### config.mk
export PLATFORM = sky130hd
export DESIGN_NAME = pulse_width_discriminator
export DESIGN_NICKNAME = d
export VERILOG_FILES = /design/src/rtl/pd_pkg.sv /design/src/rtl/pd_framer.sv /design/src/rtl/pd_slicer.sv /design/src/rtl/pd_classify.sv /design/src/rtl/pulse_width_discriminator.sv
export SDC_FILE = /design/constraint.sdc
export NUM_CORES = 1
export LEC_CHECK = 0
export CAP_MARGIN = 20
export CELL_PAD_IN_SITES_DETAIL_PLACEMENT = 1
export CELL_PAD_IN_SITES_GLOBAL_PLACEMENT = 2
export CORE_UTILIZATION = 35
export CTS_BUF_LIST = sky130_fd_sc_hd__clkbuf_2 sky130_fd_sc_hd__clkbuf_4 sky130_fd_sc_hd__clkbuf_8
export CTS_CLUSTER_SIZE = 10
export DETAILED_ROUTE_END_ITERATION = 7
export MAX_ROUTING_LAYER = met4
export PLACE_DENSITY = 0.91
export SYNTH_ARGS = -nofsm -noshare
export SYNTH_HDL_FRONTEND = slang
export SYNTH_SLANG_ARGS = --single-unit
### constraint.sdc
create_clock -name clk -period 4.6 [get_ports clk]
set_clock_uncertainty 0.05 [all_clocks]
set_input_delay 0.46 -clock clk [delete_from_list [all_inputs] [get_ports clk]]
set_output_delay 0.46 -clock clk [all_outputs]
set_load 0.01 [all_outputs]
### src/rtl/pd_pkg.sv
package pd_pkg;

    typedef enum logic [1:0] {
        SYM_ZERO = 2'b00,
        SYM_ONE  = 2'b01,
        SYM_MARK = 2'b10
    } sym_e;

    typedef struct packed {
        sym_e sym;
        logic bad;
    } cls_t;

    // run-length class boundaries (count of leading high cycles)
    localparam int ONE_MIN_RUN  = 2;
    localparam int MARK_MIN_RUN = 5;

    // a legal baud is a thermometer of ones from the oldest end, shorter than the window
    function automatic cls_t classify_run(input logic [7:0] run);
        cls_t r;
        int   ones;
        logic [7:0] thermo;
        ones   = $countones(run);
        thermo = ~(8'hFF >> ones);
        r.sym  = SYM_ZERO;
        r.bad  = 1'b1;
        if (ones < 8 && run == thermo) begin
            r.bad = 1'b0;
            if (ones >= MARK_MIN_RUN)     r.sym = SYM_MARK;
            else if (ones >= ONE_MIN_RUN) r.sym = SYM_ONE;
            else                          r.sym = SYM_ZERO;
        end
        return r;
    endfunction

endpackage

### src/rtl/pd_framer.sv
module pd_framer #(
    parameter int W    = 16,
    parameter int CYC  = 10,
    parameter int FW   = 32,
    parameter logic [FW-1:0] MASK = FW'(32'h303C0F03),
    parameter logic [FW-1:0] PAT  = FW'(32'h300C0300),
    localparam int CW  = $clog2(CYC)
) (
    input  logic                clk,
    input  logic                rst_n,
    input  logic                stb,
    input  logic signed [W-1:0] integ,
    input  logic signed [W-1:0] sig_lvl,
    input  logic signed [W-1:0] noise_lvl,
    output logic [CW-1:0]       phase_nx,
    output logic                slip
);

    typedef struct packed {
        logic [CW-1:0] cnt;
        logic [FW-1:0] hist;
    } fr_t;

    fr_t s_d, s_q;

    logic signed [W:0] lvl_sum;
    logic signed [W:0] thr;
    logic signed [W:0] integ_x;
    logic              above;
    logic [CW-1:0]     adv;
    logic [FW-1:0]     hist_nx;
    logic              hit;

    always_comb begin
        s_d      = s_q;
        slip     = 1'b0;
        phase_nx = s_q.cnt;

        lvl_sum  = {sig_lvl[W-1], sig_lvl} + {noise_lvl[W-1], noise_lvl};
        thr      = lvl_sum >>> 1;
        integ_x  = {integ[W-1], integ};
        above    = (integ_x >= thr);
        adv      = (s_q.cnt == CW'(CYC - 1)) ? '0 : s_q.cnt + 1'b1;
        hist_nx  = {s_q.hist[FW-2:0], above};
        hit      = ((hist_nx & MASK) == PAT);

        if (stb) begin
            s_d.hist = hist_nx;
            if (hit) begin
                slip = (adv != '0);
                adv  = '0;
            end
            s_d.cnt  = adv;
            phase_nx = adv;
        end
    end

    always_ff @(posedge clk or negedge rst_n) begin
        if (!rst_n) s_q <= '0;
        else        s_q <= s_d;
    end

endmodule

### src/rtl/pd_slicer.sv
module pd_slicer #(
    parameter int W   = 16,
    parameter int CYC = 10,
    parameter int RW  = 10,
    localparam int CW = $clog2(CYC)
) (
    input  logic                clk,
    input  logic                rst_n,
    input  logic                stb,
    input  logic signed [W-1:0] env,
    input  logic [CW-1:0]       phase_nx,
    output logic [RW-1:0]       run_nx
);

    localparam logic [CW-1:0] PH_END    = '0;
    localparam logic [CW-1:0] PH_MAX_LD = CW'(1);
    localparam logic [CW-1:0] PH_MAX_UP = CW'(2);
    localparam logic [CW-1:0] PH_MIN_LD = CW'(CYC - 1);

    typedef struct packed {
        logic [RW-1:0]       run;
        logic signed [W-1:0] emax;
        logic signed [W-1:0] emin;
        logic signed [W-1:0] slice;
    } sl_t;

    sl_t s_d, s_q;

    logic signed [W-1:0] lo;
    logic signed [W:0]   mid_sum;

    always_comb begin
        s_d     = s_q;
        run_nx  = {s_q.run[RW-2:0], (env >= s_q.slice)};
        lo      = (env < s_q.emin) ? env : s_q.emin;
        mid_sum = {s_q.emax[W-1], s_q.emax} + {lo[W-1], lo};

        if (stb) begin
            s_d.run = run_nx;
            if (phase_nx == PH_END) begin
                s_d.emin  = lo;
                s_d.slice = mid_sum[W:1];
            end else if (phase_nx == PH_MAX_LD) begin
                s_d.emax = env;
            end else if (phase_nx == PH_MAX_UP) begin
                if (env > s_q.emax) s_d.emax = env;
            end else if (phase_nx == PH_MIN_LD) begin
                s_d.emin = env;
            end
        end
    end

    always_ff @(posedge clk or negedge rst_n) begin
        if (!rst_n) s_q <= '0;
        else        s_q <= s_d;
    end

endmodule

### src/rtl/pd_classify.sv
module pd_classify
    import pd_pkg::*;
#(
    parameter int RW = 10
) (
    input  logic [RW-1:0] run,
    output sym_e          sym,
    output logic          bad
);

    cls_t c;

    always_comb begin
        c   = classify_run(run[7:0]);
        sym = c.sym;
        bad = c.bad;
    end

endmodule

### src/rtl/pulse_width_discriminator.sv
module pulse_width_discriminator
    import pd_pkg::*;
#(
    parameter int W   = 16,
    parameter int CYC = 10,
    parameter int FW  = 32,
    parameter int RW  = 10,
    localparam int CW = $clog2(CYC)
) (
    input  logic                clk,
    input  logic                rst_n,
    input  logic                cyc_stb,
    input  logic signed [W-1:0] env,
    input  logic signed [W-1:0] integ,
    input  logic signed [W-1:0] sig_lvl,
    input  logic signed [W-1:0] noise_lvl,
    output logic [1:0]          sym,
    output logic                sym_vld,
    output logic                sync_err,
    output logic                dec_err
);

    typedef struct packed {
        sym_e sym;
        logic vld;
        logic sync_err;
        logic dec_err;
    } out_t;

    out_t o_d, o_q;

    logic [CW-1:0] phase_nx;
    logic          slip;
    logic [RW-1:0] run_nx;
    sym_e          cls_sym;
    logic          cls_bad;

    pd_framer #(.W(W), .CYC(CYC), .FW(FW)) i_framer (
        .clk       (clk),
        .rst_n     (rst_n),
        .stb       (cyc_stb),
        .integ     (integ),
        .sig_lvl   (sig_lvl),
        .noise_lvl (noise_lvl),
        .phase_nx  (phase_nx),
        .slip      (slip)
    );

    pd_slicer #(.W(W), .CYC(CYC), .RW(RW)) i_slicer (
        .clk      (clk),
        .rst_n    (rst_n),
        .stb      (cyc_stb),
        .env      (env),
        .phase_nx (phase_nx),
        .run_nx   (run_nx)
    );

    pd_classify #(.RW(RW)) i_classify (
        .run (run_nx),
        .sym (cls_sym),
        .bad (cls_bad)
    );

    always_comb begin
        o_d          = o_q;
        o_d.vld      = 1'b0;
        o_d.sync_err = 1'b0;
        o_d.dec_err  = 1'b0;
        if (cyc_stb && phase_nx == '0) begin
            o_d.vld      = 1'b1;
            o_d.sym      = cls_sym;
            o_d.dec_err  = cls_bad;
            o_d.sync_err = slip;
        end
    end

    always_ff @(posedge clk or negedge rst_n) begin
        if (!rst_n) o_q <= '{sym: SYM_ZERO, vld: 1'b0, sync_err: 1'b0, dec_err: 1'b0};
        else        o_q <= o_d;
    end

    assign sym      = o_q.sym;
    assign sym_vld  = o_q.vld;
    assign sync_err = o_q.sync_err;
    assign dec_err  = o_q.dec_err;

endmodule

; Yosys cells after proc, flatten, opt, wreduce, memory -nomap -nowiden
; Cells that the tools add are included.
[op_classes]
eq_ne = 8
n_addsub = 10
n_bitwise = 2
n_mux = 17
n_shift = 1
magnitude_cmp = 7
n_reduce_logical = 10
[op_table]
columns = op, count
row1 = $mux 16, 8
row2 = $add 32x32->32, 3
row3 = $add 16x16->17, 2
row4 = $ge 16x16->1, 2
row5 = $ge 32x3->1 const B, 1
row6 = $ge 32x4->1 const B, 1
row7 = $lt 32x5->1 const B, 1
row8 = $shr 8x32->8 const A, 1
row9 = $gt 16x16->1, 1
row10 = $lt 16x16->1, 1
row11 = $eq 12x12->1 const B, 1
row12 = $mux 4, 3
row13 = $add 1x1->2, 4
row14 = $eq 4x4->1 const B, 2
row15 = $eq 8x8->1, 1
row16 = $not 8->8, 1
row17 = $reduce_and 4->1, 2
row18 = $mux 3, 2
row19 = $reduce_bool 2->1, 3
row20 = $add 4x1->4 const B, 1
row21 = $eq 4x1->1 const B, 1
row22 = $eq 4x2->1 const B, 1
row23 = $logic_not 4->1, 1
row24 = $ne 2x2->1 const B, 2
row25 = 6 further kinds, 9
[totals]
output_inout_bits = 5
input_bits = 67
reg_bits = 93
word_cells = 65

; Longest topological paths before layout
; Gate-level depths: netlist of run 1.
[logic_depth]
depth_word = 10
depth_mapped = 26
ltp_nobuf = 24

; Cells and area by module
; Synthesis of run 1 repeated with hierarchy kept, for this count alone.
[unflattened]
cells_unflattened = 914
area_unflattened_um2 = 8120.3
[by_module_without_submodules]
columns = module, instances, cells_per_inst, seq_area_each_um2, area_per_inst_um2
row1 = pd_slicer, 1, 604, 1426.4, 5014.8
row2 = pd_framer, 1, 240, 825.8, 2453.6
row3 = pd_classify, 1, 59, 0.0, 461.7
row4 = pulse_width_discriminator, 1, 11, 125.1, 190.2

; Worst setup path after synthesis of run 1
; Ideal clock, no wire load.
[synth_timing]
path_kind = in2reg
from = input env[0]
to = register o_q, in the netlist sym[1]
setup_ns = 0.065
cell_stages = 25
arrival_ns = 5.112
t_required_ns = 4.485
setup_slack_ns = -0.627
n_path_buf = 1
cell_sequence = inv_1 ha_1 nand2b_1 a21o_1 a21o_1 a21o_1 a21o_1 a21o_1 a211oi_1 o41ai_1 ha_1 inv_1 fa_1 inv_1 fa_1 ha_1 inv_1 fa_1 clkbuf_1 nor3b_1 a21oi_1 nor3_1 o21ai_0 nor4_1 a31o_2
[synth_between]
elab_chain_len = 9
word_cells_on_any_way = 12
classes_between = 3 x add/sub / 3 x order compare / 1 x eq/ne / 1 x shift / 2 x mux / 1 x bitwise / 1 x reduce/logical
[synth_rtl]
columns = element, line
row1 = from (decl), pulse_width_discriminator.sv:13  ; input logic signed [W-1:0] env,
row2 = $ge 16x16->1 (*), pd_slicer.sv:34  ; run_nx = {s_q.run[RW-2:0], (env >= s_q.slice)};
row3 = via i_classify.run[0], pd_classify.sv:6  ; input logic [RW-1:0] run,
row4 = "parallel branches: the longest is 7 deep, another holds $add 32x32->32", --
row5 = $mux 3 (*), pd_pkg.sv:27  ; if (ones < 8 && run == thermo) begin
row6 = to (signal assigned), pulse_width_discriminator.sv:78  ; if (!rst_n) o_q <= '{sym: SYM_ZERO, vld: 1'b0, sync_err: 1'b0, dec_err: 1'b0};
row7 = to (decl), pulse_width_discriminator.sv:30  ; out_t o_d, o_q;
; Mark *: on every way through the listed nets, which the timed path passes.
; A chain may end at the register's enable or synchronous reset.

; Worst setup path in the final report of run 1
[layout_timing]
from = register i_slicer.s_q[0] (netlist name)
to = register o_q, in the netlist sym[1]
[layout_between]
elab_chain_len = 9
word_cells_on_any_way = 12
classes_between = 3 x add/sub / 3 x order compare / 1 x eq/ne / 1 x shift / 2 x mux / 1 x bitwise / 1 x reduce/logical
[layout_rtl]
columns = element, line
row1 = from (decl), pd_slicer.sv:27  ; sl_t s_d, s_q;
row2 = from (signal assigned), pd_slicer.sv:54  ; if (!rst_n) s_q <= '0;
row3 = from (signal assigned), pd_slicer.sv:55  ; else s_q <= s_d;
row4 = $ge 16x16->1 (*), pd_slicer.sv:34
row5 = via i_classify.run[0], pd_classify.sv:6
row6 = "parallel branches: the longest is 7 deep, another holds $add 32x32->32", --
row7 = $mux 3 (*), pd_pkg.sv:27
; Marks and branches as above.

==> key figures, run 1 <==
STA
  • Setup_tns: -1.36 ns
  • Slew Limit Fails: 0
  • Rel. slew slack: 51.4%
  • Achievable Freq: 196 MHz
  • Slew @ Worst Pin: 0.728 ns
  • RSZ-0062 raised after global routing: yes
  • Final WS setup: -0.507 ns
  • Final hold viol count: 0
  • Minimum clock period: 5.11 ns
  • Final setup vio count: 3
  • Final Cycle Share: 111%

Power
  • Power per cell area: 794 nW/um2
  • Switch share: 44.0%
  • Final Power: 7.68 mW
  • Combinational cell fraction of total power: 72.8%
  • Sw Pwr: 3.38 mW
  • Clock share of power: 7.5%
  • Register share of total power: 19.7%
  • Leak: 4.59 nW
  • Pint: 4.30 mW
  • Peak VDD IR: 551 uV

Final layout
  • Layout cells sized above 1: 33.1%
  • Fillers: 2,209
  • Final Util: 49.2%
  • Commonest non-fill, non-tap cells in the layout: buf_4, dfrtp_1, ha_1
  • Area occupied by multi-input gates: 4850 um2
  • Commonest non-fill, non-tap cell in the layout: buf_4
  • Post-route cell area: 9670 um2
  • Inserted Diodes: 0
  • Reg area: 2330 um2
  • Area Overhead vs Synth: 36.8%
  • Layout Nets: 1,057

Run status
  • Violated checks: negative setup slack
  • Outcome: finished, violations left

Global routing
  • GRT Total Usage: 21.1%
  • Total grt overflow: 0
  • Initial antenna violation count: 0
  • Global-route wire length before repair: 32.9 mm
  • Number of global-route vias before repair: 6,571
  • Largest net degree at the start of global routing: 53

CTS
  • Root buffer cell: clkbuf_8
  • Total CTS buffers: 9
  • CTS tree: done
  • Clk sinks: 93
  • Worst skew pair latency: 0.39 ns
  • CTS Buffer Depth: 2
  • Clock transition at path regs: 0.12 ns
  • # H-tree levels: 3

Critical path
  • Crit path kind: reg -> reg
  • CP max-delay cell: fa_2
  • Crit path cell chain: ha_4 > nand2b_4 > a21o_1 > a21o_1 > a21o_1 > a21o_1 > a21o_1 > a211oi_4 > o41ai_2 > ha_2 > inv_1 > fa_2 > inv_2 > fa_1 > ha_2 > inv_2 > fa_2 > buf_6 > o311ai_4 > o31ai_1 > o21ai_1 > nor4_4 > a31o_2
  • R2R Setup Slk: -0.51 ns
  • Crit end category: register
  • Max stage delay on crit path: 0.48 ns
  • WP data required: 4.85 ns
  • Worst-path maximum fanout: 4
  • Crit start category: register
  • Crit path buffers/inverters: 4
  • Crit path DAT: 5.36 ns
  • Critical path's top delay family: compound AO/OA/AOI/OAI gates
  • Crit-path most repeated cell: a21o_1

Drt
  • Routed WL per cell: 17.7 um
  • Via count: 5,888
  • Post-route ant nets: 0
  • Total Wirelength: 20.4 mm
  • Post-route DRC: 0
  • Initial DRT Pass Iterations: 4
  • Vias per cell: 5.11
  • Drt first-iter violations: 190

Logic synthesis
  • Top FF cell, synth: dfrtp_1
  • Mapped cell area: 7070 um2
  • Synthesized flop and latch total: 93
  • Mapped Cells: 700
  • Sequential-to-total area share from yosys stat: 32.9%
  • Synthesized net count: 874
  • Post-synth cell types: 64
  • Syn_area_per_cell: 10.1 um2
  • Number of synthesized flops with an enable pin: 0
  • Yosys Warn Count: 0
  • Async SR Flop Fraction: 100%

Die
  • Die Width: 144 um
  • Initial Util: 36.0%
  • Core footprint: 19,700 um2
  • Die height: 144 um
  • Die area: 20,800 um2
  • # rows: 51
  • # IOs: 72

Placement
  • Post-placement cell area: 8810 um2
  • Worst slack at placement: -1.17 ns
  • PortBufs: 71
  • GPL Wtd Cong: 0.823
  • Hpwl dp: 14.1 mm

Flow run
  • Max Cap Violations: 0

Min path
  • Min-Delay Path Class: reg -> reg
repair_timing:
item                       CTS  global route
pin swaps                   51            41
setup buffers               17            10
hold endpoints to repair    19             0
cloned                       2             0
setup endpoints to repair   54            45
hold buffers                 1             0
gates resized for setup     91            58
power by group through the flow:
| stage | clock, mW | combinational (mW) | sequential [mW] |
|---|---|---|---|
| 2_1_floorplan | 0 | 3.19 | 1.40 |
| 3_3_place_gp | 0 | 4.46 | 1.48 |
| 3_5_place_dp | 0 | 4.63 | 1.51 |
| 4_1_cts | 0.588 | 5.11 | 1.49 |
| 5_1_grt | 0.620 | 6.17 | 1.57 |
| 6_report | 0.574 | 5.59 | 1.51 |
worst min-delay path, cell delays in order, from the launching register on:
cell,delay (ns)
dfrtp_1,0.36
nand2_1,0.05
o21ai_0,0.06
synthesized netlist by cell type, types with 3 or more instances:
library cell | count | area share [%]
xnor2_1 | 15 | 1.9
xor2_1 | 11 | 1.4
nor3b_1 | 5 | 0.53
inv_1 | 77 | 4.1
nor2b_1 | 11 | 0.97
a21oi_1 | 33 | 2.3
fa_1 | 6 | 1.7
nor2_1 | 21 | 1.1
nor3_1 | 11 | 0.78
dfrtp_1 | 93 | 33
nand3_1 | 13 | 0.92
a21o_1 | 25 | 2.7
clkbuf_1 | 11 | 0.58
mux2_1 | 10 | 1.6
mux2_2 | 63 | 10
mux2_4 | 10 | 2.1
nor4_1 | 4 | 0.35
nand2b_1 | 13 | 1.2
nand4_1 | 10 | 0.88
o21bai_1 | 3 | 0.32
o21ai_0 | 40 | 2.8
mux2i_1 | 3 | 0.42
ha_1 | 101 | 18
nand2_1 | 47 | 2.5
a31oi_1 | 5 | 0.44
a31o_2 | 4 | 0.50
o21a_1 | 6 | 0.64
through the flow:
stage | hold WS (ns) | cells
global placement | 0.414 | 1114
finish | 0.443 | 1153
global route | 0.458 | 1153
CTS | 0.445 | 1149
detailed placement | 0.421 | 1114
floorplan | 0.114 | 700
path summary, 6_finish.rpt:
path	endpoint	startpoint	depth (start not counted)
worst max-delay path	sym[1]	i_slicer.s_q[0]	23
worst min-delay path	i_slicer.s_q[3]	i_slicer.s_q[3]	2
worst max register to register	sym[1]	i_slicer.s_q[0]	23
worst min register to register	i_slicer.s_q[3]	i_slicer.s_q[3]	2
max in group asynchronous	i_slicer.s_q[34]	rst_n	3
min in group asynchronous	i_framer.hist_nx[24]	rst_n	2
logic make-up after synthesis:
family	count (synthesis)	synth area share, %
buffers and inverters	93	5.48
flip-flops	93	32.9
adder cells (fa/ha/maj)	107	19.6
multiplexers	86	14.2
AND/OR/NAND/NOR	150	11.0
AO/OA/AOI/OAI	145	13.6
XOR/XNOR	26	3.22
area by class of cell:
cell class                 count  area share, %
sequential                    93           24.1
clock inverter                 7          0.776
multi-input combinational    514           50.1
tap                          265           3.43
timing repair buffer         188           17.3
clock buffer                   9           1.28
inverter                      77           3.01
layer usage:
layer  up-vias  routed length, um  global-route usage, %
met4         0                502                   7.20
li1       2849                  -                      -
met1      2881               8920                   24.8
met3        36                700                   3.18
met2       122              10200                   36.7
met5         -                  0                      -
sequential cells by signal (all words and copies together) (netlist names):
register,count
dec_err,1
i_framer.hist_nx,29
i_framer.s_q,4
i_slicer.run_nx,7
i_slicer.s_q,48
sym,2
sym_vld,1
sync_err,1
(Power assumes the default switching activity.)
==> inputs of run 2 (changes only) <==
--- a/config.mk
+++ b/config.mk
@@ -14,6 +14,8 @@
 export DETAILED_ROUTE_END_ITERATION = 7
 export MAX_ROUTING_LAYER = met4
 export PLACE_DENSITY = 0.91
+export SKIP_LAST_GASP = 1
+export SLEW_MARGIN = 20
 export SYNTH_ARGS = -nofsm -noshare
 export SYNTH_HDL_FRONTEND = slang
 export SYNTH_SLANG_ARGS = --single-unit
==> key figures, run 2 (synthesized netlist as in run 1, its figures left out) <==
Critical path
  • Worst-path maximum fanout: 4
  • Crit end category: register
  • Reg2reg path depth: 23
  • Crit path DAT: 5.38 ns
  • WP data required: 4.84 ns
  • Crit path kind: in -> reg
  • Crit start category: primary input

CTS
  • CTS tree: done
  • Clk sinks: 93
  • CTS Buffer Depth: 2
  • # H-tree levels: 3
  • Root buffer cell: clkbuf_8
  • Clock transition at path regs: 0.11 ns
  • Total CTS buffers: 9
  • Worst skew pair latency: 0.39 ns

STA
  • Slew Limit Fails: 0
  • Rel. slew slack: 51.3%
  • Final setup vio count: 3
  • Achievable Freq: 195 MHz
  • Final hold viol count: 0
  • Slew @ Worst Pin: 0.730 ns
  • Final WS setup: -0.534 ns
  • Final Cycle Share: 112%
  • RSZ-0062 raised after global routing: yes
  • Minimum clock period: 5.13 ns

Die
  • Initial Util: 36.0%
  • Core footprint: 19,700 um2
  • Die area: 20,800 um2
  • Die height: 144 um
  • # IOs: 72
  • # rows: 51
  • Die Width: 144 um

Final layout
  • Fin cells: 1,155
  • Layout Nets: 1,059
  • Commonest non-fill, non-tap cell in the layout: buf_4
  • Inserted Diodes: 0
  • Commonest non-fill, non-tap cells in the layout: buf_4, dfrtp_1, ha_1
  • Max reg flops: 48
  • Fillers: 2,202
  • Area Overhead vs Synth: 37.7%
  • Layout cells sized above 1: 33.6%
  • Largest Register: i_slicer.s_q
  • Area occupied by multi-input gates: 4850 um2
  • Reg area: 2330 um2
  • Post-route cell area: 9740 um2
  • Final Util: 49.5%

Power
  • Final Power: 7.78 mW
  • Leak: 4.59 nW
  • Peak VDD IR: 548 uV
  • Power per cell area: 799 nW/um2

Global routing
  • Initial antenna violation count: 0
  • Number of global-route vias before repair: 6,621
  • GRT Total Usage: 20.9%
  • Largest net degree at the start of global routing: 53
  • Global-route wire length before repair: 32.7 mm
  • Total grt overflow: 0

Placement
  • DP Cell Count: 1,114
  • GPL Wtd Cong: 0.823
  • Hpwl dp: 14.1 mm
  • Worst slack at placement: -1.17 ns
  • PortBufs: 71
  • Post-placement cell area: 8810 um2

Flow run
  • Max Cap Violations: 0

Drt
  • Drt first-iter violations: 218
  • Via count: 5,948
  • Post-route ant nets: 0
  • Post-route DRC: 0
  • Routed WL per cell: 17.7 um
  • Initial DRT Pass Iterations: 4
  • Vias per cell: 5.15
  • Total Wirelength: 20.4 mm

Min path
  • Min-Delay Path Class: in -> reg
  • Hold depth: 3

Run status
  • Outcome: finished, violations left
  • Violated checks: negative setup slack
==> run 2: changes by cell type in the layout (fill, tap and decap cells not counted), moves of 3 or more <==
cell,previous run,this run
mux2_2,50,55
buf_6,9,16
dlygate4sd2_1,9,6
buf_4,104,100
mux2_4,33,28
==> run 2: final timing paths <==
kind	startpoint	slack, ns	endpoint
max in group asynchronous	rst_n	2.84	i_slicer.s_q[30]
worst min-delay path	env[8]	0.44	i_slicer.s_q[24]
worst max register to register	i_slicer.s_q[0]	-0.49	sym[1]
min in group asynchronous	rst_n	0.54	i_framer.hist_nx[23]
worst min register to register	i_slicer.s_q[14]	0.45	i_slicer.s_q[14]
worst max-delay path	env[1]	-0.53	sym[1]
==> run 2: final cells by class <==
class | count | share of cell area, %
multi-input combinational | 514 | 49.9
inverter | 77 | 2.99
sequential | 93 | 23.9
timing repair buffer | 190 | 17.8
tap | 265 | 3.40
clock buffer | 9 | 1.27
clock inverter | 7 | 0.771
==> run 2: repair_timing <==
item,4_1_cts,5_1_grt
gates cloned,2,0
hold endpoints to repair,19,0
setup endpoints to repair,54,45
hold buffers,1,0
pin swaps,50,47
setup buffers,17,10
gates resized for setup,72,86
==> run 2: layer usage <==
layer / vias to the layer above / track usage [%] / wire length [um]
li1: 2858 / - / -
met1: 2942 / 24.4 / 9020
met2: 107 / 36.3 / 10200
met3: 41 / 2.88 / 615
met4: 0 / 7.98 / 603
met5: - / - / 0
==> run 2: critical path, cell delays in order <==
cell             delay, ns
clkdlybuf4s50_1       0.42
ha_1                  0.29
a21o_1                0.17
a21o_1                0.15
a21o_1                0.17
a21o_1                0.19
a21o_1                0.18
a211oi_4              0.29
o41ai_2               0.12
ha_2                  0.33
inv_1                 0.04
fa_2                  0.33
inv_2                 0.07
fa_1                  0.41
ha_2                  0.21
inv_2                 0.05
fa_2                  0.48
buf_6                 0.16
o311ai_4              0.25
o31ai_1               0.11
o21ai_1               0.16
nor4_4                0.08
a31o_2                0.24
==> run 2: stage by stage <==
stage	hold WS, ns	setup TNS (ns)
2_1_floorplan	0.114	-0.261
3_3_place_gp	0.414	-36.84
3_5_place_dp	0.421	-44.76
4_1_cts	0.445	-2.83
5_1_grt	0.445	-5.85
6_report	0.443	-1.44
==> run 2: where the power goes <==
| group | leakage, nW | total [mW] | switching (mW) | internal, mW |
|---|---|---|---|---|
| registers | 1.10 | 1.51 | 0.314 | 1.19 |
| clock network | 0.0985 | 0.572 | 0.357 | 0.215 |
| logic | 3.39 | 5.70 | 2.76 | 2.94 |
==> inputs of run 3 (changes only) <==
--- a/config.mk
+++ b/config.mk
@@ -5,6 +5,7 @@
 export SDC_FILE = /design/constraint.sdc
 export NUM_CORES = 1
 export LEC_CHECK = 0
+export ABC_CLOCK_PERIOD_IN_PS = 4600
 export CAP_MARGIN = 20
 export CELL_PAD_IN_SITES_DETAIL_PLACEMENT = 1
 export CELL_PAD_IN_SITES_GLOBAL_PLACEMENT = 2
@@ -13,7 +14,7 @@
 export CTS_CLUSTER_SIZE = 10
 export DETAILED_ROUTE_END_ITERATION = 7
 export MAX_ROUTING_LAYER = met4
-export PLACE_DENSITY = 0.91
+export PLACE_DENSITY = 0.84
 export SKIP_LAST_GASP = 1
 export SLEW_MARGIN = 20
 export SYNTH_ARGS = -nofsm -noshare
==> key figures, run 3 (synthesized netlist as in run 1, its figures left out) <==
Drt
  • Initial DRT Pass Iterations: 4
  • Post-route DRC: 0
  • Via count: 5,806
  • Routed WL per cell: 17.5 um
  • Post-route ant nets: 0
  • Total Wirelength: 20.1 mm
  • Drt first-iter violations: 116
  • Vias per cell: 5.06

Final layout
  • Max reg flops: 48
  • Layout cells sized above 1: 32.4%
  • Area Overhead vs Synth: 34.5%
  • Fillers: 2,241
  • Largest Register: i_slicer.s_q
  • Post-route cell area: 9510 um2
  • Commonest non-fill, non-tap cells in the layout: buf_4, ha_1, dfrtp_1
  • Commonest non-fill, non-tap cell in the layout: buf_4
  • Fin cells: 1,147
  • Layout Nets: 1,051
  • Inserted Diodes: 0

STA
  • Final Cycle Share: 112%
  • RSZ-0062 raised after global routing: yes
  • Setup_tns: -1.55 ns
  • Final WS setup: -0.571 ns
  • Slew Limit Fails: 0
  • Slew @ Worst Pin: 0.962 ns
  • Achievable Freq: 193 MHz
  • Hold WS: 0.0448 ns
  • Rel. slew slack: 35.9%
  • Final hold viol count: 0
  • Minimum clock period: 5.17 ns
  • Final setup vio count: 3

Critical path
  • CP startpoint: i_slicer.s_q[0]
  • Worst R2R End: sym[1]
  • R2R Setup Slk: -0.57 ns
  • Crit path kind: reg -> reg
  • Crit path DAT: 5.41 ns
  • Worst r2r src: i_slicer.s_q[0]
  • Reg2reg path depth: 24
  • Crit start category: register
  • Worst-path maximum fanout: 4
  • Crit path to: sym[1]
  • Crit end category: register
  • WP data required: 4.84 ns

Die
  • Die height: 144 um
  • Initial Util: 36.0%
  • Core footprint: 19,700 um2
  • # rows: 51
  • Die Width: 144 um
  • # IOs: 72
  • Die area: 20,800 um2

CTS
  • # H-tree levels: 3
  • Worst skew pair latency: 0.39 ns
  • CTS Buffer Depth: 2
  • Clock transition at path regs: 0.11 ns
  • Total CTS buffers: 9
  • Clk sinks: 93
  • CTS tree: done
  • Root buffer cell: clkbuf_8

Power
  • Leak: 4.58 nW
  • Power per cell area: 824 nW/um2
  • Peak VDD IR: 774 uV
  • Final Power: 7.83 mW

Run status
  • Violated checks: negative setup slack
  • Outcome: finished, violations left

Placement
  • GPL Wtd Cong: 0.869
  • DP Cell Count: 1,110
  • Hpwl dp: 15.0 mm
  • Post-placement cell area: 8750 um2
  • PortBufs: 71

Global routing
  • Global-route wire length before repair: 32.5 mm
  • Total grt overflow: 0
  • Largest net degree at the start of global routing: 56
  • GRT Total Usage: 20.6%
  • Number of global-route vias before repair: 6,583
  • Initial antenna violation count: 0

Min path
  • Min-Delay Path Class: in -> async

Flow run
  • Max Cap Violations: 0
==> run 3: area by class of cell <==
| type | instances | area (um2) | area share (%) |
|---|---|---|---|
| well taps | 265 | 332 | 3.49 |
| repair buffers | 182 | 1580 | 16.6 |
| inverters | 77 | 292 | 3.07 |
| clock buffers | 9 | 124 | 1.30 |
| multi-input cells | 514 | 4780 | 50.2 |
| flip-flops and latches | 93 | 2330 | 24.5 |
| clock inverters | 7 | 76.3 | 0.803 |
==> run 3: what timing repair did <==
action                                  4_1_cts  5_1_grt
endpoints found under the hold margin         0        0
pin swaps                                    25       52
hold buffers                                  0        0
gates resized for setup                      43       83
buffers inserted                             18        5
endpoints found under the setup margin       55       50
gates cloned                                  0        0
==> run 3: critical path, stage by stage (launching register included) <==
cell	delay (ns)
dfrtp_1	0.43
ha_4	0.22
nand2b_4	0.13
a21o_1	0.15
a21o_1	0.15
a21o_1	0.16
a21o_1	0.15
a21o_1	0.20
a211oi_4	0.32
o41ai_4	0.14
ha_2	0.33
inv_2	0.04
fa_2	0.32
inv_2	0.06
fa_1	0.40
ha_2	0.20
inv_2	0.06
fa_2	0.47
buf_6	0.16
buf_8	0.13
o311ai_4	0.28
o31ai_2	0.12
o21ai_2	0.10
nor4_4	0.07
a31o_2	0.23
==> run 3: routing by layer <==
layer  share of wire, %  global-route usage (%)  wire, um  vias up
met5                  0                       -         0        -
met4                1.6                    6.37       313        0
met3                3.7                    3.15       742       20
met2                 51                    36.6     10300       99
met1                 44                    23.9      8750     2845
li1                   -                       -         -     2842
==> run 3: worst min-delay path by stage <==
stage | from | to | slack [ns] | depth (start not counted)
4_1_cts | rst_n | i_framer.hist_nx[5] | 0.08 | 1
3_3_place_gp | i_slicer.s_q[3] | i_slicer.s_q[3] | 0.42 | 2
6_report | rst_n | i_framer.hist_nx[5] | 0.04 | 1
3_5_place_dp | i_slicer.s_q[14] | i_slicer.s_q[14] | 0.44 | 2
5_1_grt | rst_n | i_framer.hist_nx[5] | 0.09 | 1
2_1_floorplan | rst_n | dec_err | 0.11 | 0
==> run 3: metrics by stage <==
step / util [%] / setup slack [ns]
after global routing: 48.4 / -0.733
final: 48.4 / -0.571
after CTS: 46.8 / -0.646
after global placement: 44.5 / -0.986
after floorplan: - / -0.113
after detailed placement: 44.5 / -1.23
==> run 3: power by group <==
group / internal [mW] / switching (mW) / total, mW
Sequential: 1.19 / 0.324 / 1.52
Clock: 0.216 / 0.357 / 0.574
Combinational: 2.92 / 2.82 / 5.74
Total: 4.33 / 3.50 / 7.83
